### config.mk
export PLATFORM = sky130hd
export DESIGN_NAME = fpc_word_codec
export DESIGN_NICKNAME = d
export VERILOG_FILES = /design/src/rtl/fpwc_pkg.sv /design/src/rtl/fpwc_stage.sv /design/src/rtl/fpwc_classify.sv /design/src/rtl/fpwc_expand.sv /design/src/rtl/fpc_word_codec.sv
export SDC_FILE = /design/constraint.sdc
export NUM_CORES = 1
export LEC_CHECK = 0
export ABC_AREA = 1
export CAP_MARGIN = 15
export CORE_UTILIZATION = 35
export CTS_CLUSTER_SIZE = 24
export DETAILED_ROUTE_END_ITERATION = 10
export DONT_BUFFER_PORTS = 1
export HOLD_SLACK_MARGIN = 0.08
export MAX_ROUTING_LAYER = met4
export SYNTH_ARGS = -nofsm -noshare
export SYNTH_HDL_FRONTEND = slang
export SYNTH_HIERARCHICAL = 1
export SYNTH_SLANG_ARGS = --single-unit
### constraint.sdc
create_clock -name clk -period 1.15 [get_ports clk]
set_clock_uncertainty 0.1 [all_clocks]
set_input_delay 0.23 -clock clk [delete_from_list [all_inputs] [get_ports clk]]
set_output_delay 0.23 -clock clk [all_outputs]
set_load 0.05 [all_outputs]
### src/rtl/fpwc_pkg.sv
package fpwc_pkg;
   localparam int unsigned FPWC_WORD_W = 32;
   localparam int unsigned FPWC_LEN_W  = $clog2(FPWC_WORD_W) + 1;

   typedef enum logic [2:0] {
      PFX_ZERO = 3'd0,
      PFX_SE4  = 3'd1,
      PFX_SE8  = 3'd2,
      PFX_SE16 = 3'd3,
      PFX_HPAD = 3'd4,
      PFX_DUAL = 3'd5,
      PFX_REPB = 3'd6,
      PFX_RAW  = 3'd7
   } fpwc_pfx_e;

   typedef struct packed {
      fpwc_pfx_e                prefix;
      logic [FPWC_LEN_W-1:0]    len;
      logic [FPWC_WORD_W-1:0]   payload;
   } fpwc_code_t;

   function automatic logic [FPWC_LEN_W-1:0] fpwc_len_of(input fpwc_pfx_e p);
      case (p)
         PFX_ZERO: fpwc_len_of = FPWC_LEN_W'(0);
         PFX_SE4:  fpwc_len_of = FPWC_LEN_W'(4);
         PFX_SE8:  fpwc_len_of = FPWC_LEN_W'(8);
         PFX_REPB: fpwc_len_of = FPWC_LEN_W'(8);
         PFX_SE16: fpwc_len_of = FPWC_LEN_W'(16);
         PFX_HPAD: fpwc_len_of = FPWC_LEN_W'(16);
         PFX_DUAL: fpwc_len_of = FPWC_LEN_W'(16);
         default:  fpwc_len_of = FPWC_LEN_W'(32);
      endcase
   endfunction
endpackage

### src/rtl/fpwc_stage.sv
module fpwc_stage #(
   parameter int unsigned W          = 8,
   parameter bit          REGISTERED = 1'b1
) (
   input  logic         clk,
   input  logic         rst_n,
   input  logic         in_valid,
   output logic         in_ready,
   input  logic [W-1:0] in_data,
   output logic         out_valid,
   input  logic         out_ready,
   output logic [W-1:0] out_data
);
   if (W < 1) begin : g_bad_w
      $error("fpwc_stage: W must be at least 1");
   end

   if (REGISTERED) begin : g_reg
      logic         vld_q;
      logic [W-1:0] dat_q;
      assign in_ready  = !vld_q || out_ready;
      assign out_valid = vld_q;
      assign out_data  = dat_q;
      always_ff @(posedge clk or negedge rst_n) begin
         if (!rst_n) begin
            vld_q <= 1'b0;
            dat_q <= '0;
         end else if (in_ready) begin
            vld_q <= in_valid;
            if (in_valid) dat_q <= in_data;
         end
      end
   end else begin : g_wire
      assign in_ready  = out_ready;
      assign out_valid = in_valid;
      assign out_data  = in_data;
   end
endmodule

### src/rtl/fpwc_classify.sv
module fpwc_classify
   import fpwc_pkg::*;
#(
   parameter int unsigned WORD_W = FPWC_WORD_W
) (
   input  logic [WORD_W-1:0] word,
   output fpwc_code_t        code
);
   if (WORD_W != 32) begin : g_bad_w
      $error("fpwc_classify: only 32-bit words are supported");
   end

   localparam int unsigned HALF_W = WORD_W / 2;

   logic fit_zero, fit_se4, fit_se8, fit_se16, fit_hpad, fit_dual, fit_repb;
   logic hi_fits8, lo_fits8;
   logic [HALF_W-1:0] w_hi, w_lo;

   assign w_hi = word[WORD_W-1:HALF_W];
   assign w_lo = word[HALF_W-1:0];

   // sign-extension test: every bit from k-1 upward equals the top bit
   assign fit_zero = (word == '0);
   assign fit_se4  = (&word[WORD_W-1:3])  | ~(|word[WORD_W-1:3]);
   assign fit_se8  = (&word[WORD_W-1:7])  | ~(|word[WORD_W-1:7]);
   assign fit_se16 = (&word[WORD_W-1:15]) | ~(|word[WORD_W-1:15]);
   assign fit_hpad = (w_lo == '0);
   assign hi_fits8 = (&w_hi[HALF_W-1:7]) | ~(|w_hi[HALF_W-1:7]);
   assign lo_fits8 = (&w_lo[HALF_W-1:7]) | ~(|w_lo[HALF_W-1:7]);
   assign fit_dual = hi_fits8 & lo_fits8;
   assign fit_repb = (word == {4{word[7:0]}});

   fpwc_pfx_e pick;

   // cheapest payload first; equal lengths resolved toward the lower code
   always_comb begin
      if (fit_zero)      pick = PFX_ZERO;
      else if (fit_se4)  pick = PFX_SE4;
      else if (fit_se8)  pick = PFX_SE8;
      else if (fit_repb) pick = PFX_REPB;
      else if (fit_se16) pick = PFX_SE16;
      else if (fit_hpad) pick = PFX_HPAD;
      else if (fit_dual) pick = PFX_DUAL;
      else               pick = PFX_RAW;
   end

   always_comb begin
      code.prefix = pick;
      code.len    = fpwc_len_of(pick);
      case (pick)
         PFX_ZERO: code.payload = '0;
         PFX_SE4:  code.payload = {word[3:0], 28'd0};
         PFX_SE8,
         PFX_REPB: code.payload = {word[7:0], 24'd0};
         PFX_SE16: code.payload = {w_lo, 16'd0};
         PFX_HPAD: code.payload = {w_hi, 16'd0};
         PFX_DUAL: code.payload = {w_hi[7:0], w_lo[7:0], 16'd0};
         default:  code.payload = word;
      endcase
   end
endmodule

### src/rtl/fpwc_expand.sv
module fpwc_expand
   import fpwc_pkg::*;
#(
   parameter int unsigned WORD_W = FPWC_WORD_W
) (
   input  fpwc_pfx_e         prefix,
   input  logic [WORD_W-1:0] payload,
   output logic [WORD_W-1:0] word
);
   if (WORD_W != 32) begin : g_bad_w
      $error("fpwc_expand: only 32-bit words are supported");
   end

   logic [3:0]  nib;
   logic [7:0]  b_a, b_b;
   logic [15:0] half;

   assign nib  = payload[31:28];
   assign b_a  = payload[31:24];
   assign b_b  = payload[23:16];
   assign half = payload[31:16];

   always_comb begin
      case (prefix)
         PFX_ZERO: word = '0;
         PFX_SE4:  word = {{28{nib[3]}}, nib};
         PFX_SE8:  word = {{24{b_a[7]}}, b_a};
         PFX_SE16: word = {{16{half[15]}}, half};
         PFX_HPAD: word = {half, 16'd0};
         PFX_DUAL: word = {{8{b_a[7]}}, b_a, {8{b_b[7]}}, b_b};
         PFX_REPB: word = {4{b_a}};
         default:  word = payload;
      endcase
   end
endmodule

### src/rtl/fpc_word_codec.sv
module fpc_word_codec
   import fpwc_pkg::*;
#(
   parameter int unsigned WORD_W  = FPWC_WORD_W,
   parameter bit          ENC_REG = 1'b1,
   parameter bit          DEC_REG = 1'b1
) (
   input  logic              clk,
   input  logic              rst_n,
   input  logic              enc_in_valid,
   output logic              enc_in_ready,
   input  logic [WORD_W-1:0] enc_in_word,
   output logic              enc_out_valid,
   input  logic              enc_out_ready,
   output logic [2:0]        enc_out_prefix,
   output logic [WORD_W-1:0] enc_out_payload,
   output logic [5:0]        enc_out_len,
   input  logic              dec_in_valid,
   output logic              dec_in_ready,
   input  logic [2:0]        dec_in_prefix,
   input  logic [WORD_W-1:0] dec_in_payload,
   output logic              dec_out_valid,
   input  logic              dec_out_ready,
   output logic [WORD_W-1:0] dec_out_word
);
   localparam int unsigned CODE_W = $bits(fpwc_code_t);

   if (WORD_W != FPWC_WORD_W) begin : g_bad_w
      $error("fpc_word_codec: WORD_W must match the package word width");
   end

   fpwc_code_t code_c, code_q;
   logic [WORD_W-1:0] word_c;

   fpwc_classify #(.WORD_W(WORD_W)) u_classify (
      .word (enc_in_word),
      .code (code_c)
   );

   fpwc_stage #(.W(CODE_W), .REGISTERED(ENC_REG)) u_enc_stage (
      .clk       (clk),
      .rst_n     (rst_n),
      .in_valid  (enc_in_valid),
      .in_ready  (enc_in_ready),
      .in_data   (code_c),
      .out_valid (enc_out_valid),
      .out_ready (enc_out_ready),
      .out_data  (code_q)
   );

   assign enc_out_prefix  = code_q.prefix;
   assign enc_out_len     = code_q.len;
   assign enc_out_payload = code_q.payload;

   fpwc_expand #(.WORD_W(WORD_W)) u_expand (
      .prefix  (fpwc_pfx_e'(dec_in_prefix)),
      .payload (dec_in_payload),
      .word    (word_c)
   );

   fpwc_stage #(.W(WORD_W), .REGISTERED(DEC_REG)) u_dec_stage (
      .clk       (clk),
      .rst_n     (rst_n),
      .in_valid  (dec_in_valid),
      .in_ready  (dec_in_ready),
      .in_data   (word_c),
      .out_valid (dec_out_valid),
      .out_ready (dec_out_ready),
      .out_data  (dec_out_word)
   );
endmodule

* Yosys cells after proc, flatten, opt, wreduce, memory -nomap -nowiden
Index checks and enable logic that the tools add are counted.
** Operators by class
- Eq/ne operators :: 13
- Muxes and demuxes :: 10
- Bitwise operators :: 11
- Reduce and logical (&&, ||, !) cells :: 22
** Operators with widths (count)
- 32-bit one-hot mux with 7 select lines :: 1
- 32-bit one-hot mux with 6 select lines :: 1
- 32-bit zero test :: 1
- 29-bit AND reduction :: 1
- 29-bit OR reduction :: 1
- 25-bit AND reduction :: 1
- 25-bit OR reduction :: 1
- 24-bit equality test :: 1
- 6-bit one-hot mux with 4 select lines :: 1
- 3-bit equality test, second input constant :: 6
- 3-bit 2-to-1 mux :: 6
- 9-bit AND reduction :: 2
- 9-bit OR reduction :: 2
- 17-bit AND reduction :: 1
- 17-bit OR reduction :: 1
- 16-bit zero test :: 1
- 3-bit by 2-bit equality test with 1-bit output, second input constant :: 4
- 3-bit by 1-bit equality test with 1-bit output, second input constant :: 2
- 3-bit zero test :: 2
- 1-bit inverter :: 5
- 1-bit bitwise OR :: 5
- 2-bit AND reduction :: 2
- 3-bit OR reduction :: 1
- 1-bit zero test :: 2
- other kinds (4) :: 5
** Word-level totals
- Bits in registers :: 75
- Input bits :: 73
- Output and inout port bits :: 77

* Depth between registers and ports, before layout
- Word-level depth :: 14
- Gate-level depth with buffers :: 18
- Gate-level depth less buffers :: 16

* By module
The synthesis kept the hierarchy.
** Modules (own cells, without submodules)
- fpwc_stage (u_enc_stage) :: times used 1, cells each 182, area each 1691.6 um2, sequential area each 1051.0 um2
- fpwc_classify :: times used 1, cells each 351, area each 1571.5 um2, sequential area each 0.0 um2
- fpwc_stage (u_dec_stage) :: times used 1, cells each 143, area each 1337.5 um2, sequential area each 825.8 um2
- fpwc_expand :: times used 1, cells each 182, area each 824.5 um2, sequential area each 0.0 um2

* Worst setup path after synthesis
No wires, ideal clock.
- Path type :: input port to flip-flop
- Start point :: input enc_in_word[3]
- End point :: register u_enc_stage.g_reg.dat_q[28] (netlist: u_enc_stage/out_data[28])
- Library setup time :: 119 ps
- Arrival :: 1706 ps
- Data required time :: 931 ps
- Slack :: -775 ps
- Stages :: 16
- Path buffers :: 2
- Path through :: buf_2 -> nor2_1 -> nand3_1 -> inv_1 -> nand2_1 -> nor2_1 -> nand3_1 -> nand3_4 -> nand2_1 -> buf_2 -> nand4_1 -> nand2_1 -> nor2_1 -> nand2_1 -> nand3_1 -> nand2_1
** RTL lines
- from (decl) :: line fpc_word_codec.sv:12 : input logic [WORD_W-1:0] enc_in_word,
- to (signal assigned) :: line fpwc_stage.sv:30 : if (in_valid) dat_q <= in_data;
- to (decl) :: line fpwc_stage.sv:20 : logic [W-1:0] dat_q;

==> run_results.csv <==
group,metric,value,unit
setup_path,crit_type,"in2reg",
routing,drc_errors,0,
clock_network,path_clk_slew,0.06,ns
synthesis,synth-seq-cells,75,
die,die_h,127,µm
setup_path,ff2ff_setup_slack,-0.20,ns
timing,slew_violations,0,
synthesis,synth_top_area_cell,"dfrtp_1",
clock_network,cts_hold_buffers,1,
pwr,ir_worst_vdd,0.732,mV
clock_network,cts_buffer_depth,2,
die,die-area,16000,µm²
timing,min_period,1.65,ns
setup_path,startpoint_type,"input port",
setup_path,worstPathMaxFanout,7,
status,violations,"negative hold slack, negative setup slack",
timing,hold_violations,146,
timing,relSlewSlack,65.0,%
placed_design,place_hpwl,13800,µm
pwr,powerDensity,1260,nW/µm²
timing,rsz0062_at_grt,"yes",
die,io_pins,150,
synthesis,yosys-top-cells-area,"dfrtp_1 (35%), nand2_1 (25%), nand3_1 (12%), nor2_1 (7.6%), inv_1 (3.9%)",
placed_design,post_dp_cell_area,6200,µm²
synthesis,ys_seq_area_share,34.6,%
timing,max_slew.worst_pin.slew,0.526,ns
setup_path,regToRegStartpoint,"u_enc_stage/out_valid$_DFFE_PN0P_",
layout,stdcell_area,7910,µm²
setup_path,cp.arrival,1.82,ns
setup_path,r2r-end,"u_enc_stage/out_data[25]$_DFFE_PN0P_",
routing,via_per_inst,5.24,
timing,fin_crit_sh,143,%
synthesis,syn_inst,858,
routing,drt_iter0_drc,498,
status,status,"finished, violations left",
synthesis,synth_area_per_cell,6.32,µm²
routing,drt_wl_total,20500,µm
clock_network,clk_latency,0.34,ns
job,drv_cap,0,
timing,whs,-0.521,ns
grt,grt_util_all_layers,25.4,%
clock_network,cts_sinks,75,
synthesis,synth_top_area_share,34.6,%
layout,layout.nets,1026,
die,core_area,15100,µm²
synthesis,netlist_area,5430,µm²
timing,fin_ws,-0.498,ns
routing,first_pass_iters,6,
layout,finalCoreUtilization,52.2,%
layout,n_antenna_cell,0,
setup_path,critPathRequiredTime,1.33,ns
routing,wire_per_inst,17.9,µm
layout,fillers,1454,
placed_design,dp_cells,1093,
grt,antenna_found_initial,0,
min_path,hold_path_class,"in2async",
layout,syn_to_final_growth,45.8,%
timing,setup_viol,152,
clock_network,cts_buffers,9,
synthesis,yosys_warnings,6,
synthesis,yosysUniqueCellTypes,26,
placed_design,port_buffers,0,
pwr,power_leakage,4.01,nW
setup_path,ff2ff_path_depth,6,
layout,layout.cells.non_filler,1146,
grt,grt_pass1_vias,5700,
die,start_util,35.8,%
routing,dr_total_vias,6004,
grt,grt_pass1_wl,30500,µm
setup_path,worstSetupEndpointType,"flip-flop",
grt,grt_max_degree,76,
clock_network,cts.htree.levels,3,
setup_path,crit_start,"enc_in_word[27]",
pwr,finalPower,0.00995,W
timing,fmax,607,MHz
die,die_w,127,µm
routing,ant_nets,0,
die,rows,45,
clock_network,cts-root-buf,"clkbuf_16",
placed_design,gp_congestion,0.921,
layout,drive_gt1_share,39.0,%
clock_network,cts_tree,"yes",
setup_path,crit_end,"u_enc_stage/out_data[4]$_DFFE_PN0P_",
grt,grt-ovfl-total,0,
-- worst min path at each step --
stage                      from                                   end  cells past startpoint
after global placement    rst_n  u_dec_stage/out_data[21]$_DFFE_PN0P_                      0
after CTS                 rst_n  u_dec_stage/out_data[21]$_DFFE_PN0P_                      0
after floorplan           rst_n   u_dec_stage/out_data[0]$_DFFE_PN0P_                      0
final                     rst_n  u_dec_stage/out_data[21]$_DFFE_PN0P_                      0
after detailed placement  rst_n  u_dec_stage/out_data[23]$_DFFE_PN0P_                      0
after global routing      rst_n  u_dec_stage/out_data[21]$_DFFE_PN0P_                      0
-- synth_stat cells, drive strengths merged --
library cell,count
clkbuf,3
and2,2
conb,1
inv,60
nand3,135
nand2,378
buf,39
o21ai,3
xor2,2
nand4,27
nor3,4
o211ai,1
a21oi,3
nor2,125
dfrtp,75
-- layer usage --
layer | global-route usage [%] | wire, µm
met5 | - | 0
met4 | 8.65 | 474
met3 | 6.83 | 1650
met2 | 40.5 | 9760
met1 | 30.9 | 8580
-- per-stage QoR --
step           setup TNS [ns]  setup WS, ns
6_report               -25.07        -0.498
5_1_grt                -31.75        -0.598
4_1_cts                -21.55        -0.431
3_5_place_dp           -33.01        -0.942
3_3_place_gp           -33.90        -0.946
2_1_floorplan          -23.37        -0.668
-- cell type report --
cell class	count	area (µm²)	share of cell area (%)
well taps	188	235	2.97
repair buffers	125	1440	18.2
clock buffers	12	256	3.24
inverters	60	259	3.27
clock inverters	4	72.6	0.917
flip-flops and latches	75	1950	24.6
multi-input cells	682	3700	46.7
-- logic make-up (layout without fill, tap and decap cells) --
kind of cell,count (synthesis),in the layout,share of synthesized area [%]
simple gates,671,671,54.4
buf+inv,102,201,9.85
flops,75,75,34.6
compound gates,7,7,0.761
xor+xnor,2,2,0.323
other cells,1,2,0.0691
-- report_power, final --
| part | switching [W] | internal, W | total (W) |
|---|---|---|---|
| Combinational | 0.00112 | 0.00101 | 0.00214 |
| Clock | 0.00116 | 0.00202 | 0.00318 |
| Sequential | 0.00157 | 0.00305 | 0.00463 |
| Total | 0.00386 | 0.00609 | 0.00995 |
-- layout by cell type (no fill, tap or decap), types with 23 or more instances in the layout --
cell and count:
dfrtp_2 57, nand3_2 30, inv_1 41, nand2_4 28, nor2_4 23, nor2_1 88
nand2_1 294, nand4_1 27, nand2_2 50, nand3_1 102, buf_4 78
-- sequential cells by signal, indices dropped and copies added, names as in the netlist --
name / count
u_dec_stage/out_data: 32
u_dec_stage/out_valid: 1
u_enc_stage/out_data: 41
u_enc_stage/out_valid: 1
-- repair_timing --
action                     4_1_cts  5_1_grt
pin swaps                       61       81
buffers inserted                14        8
cloned                           6        8
setup endpoints to repair      120      152
hold endpoints to repair       148      147
resized for setup              149      120
-- worst max-delay path, stage by stage --
cell and delay (ns):
nor2_2 0.08, nand2_1 0.06, nor2_2 0.16, nand3_2 0.15, nand2_2 0.13, inv_4 0.05
nand2_4 0.07, nand2_4 0.08, nor2_8 0.17, nand2_8 0.09, buf_12 0.16, buf_12 0.14
nor2_4 0.10, nand3_2 0.08, nand2_2 0.06
(Power assumes the default switching activity.)
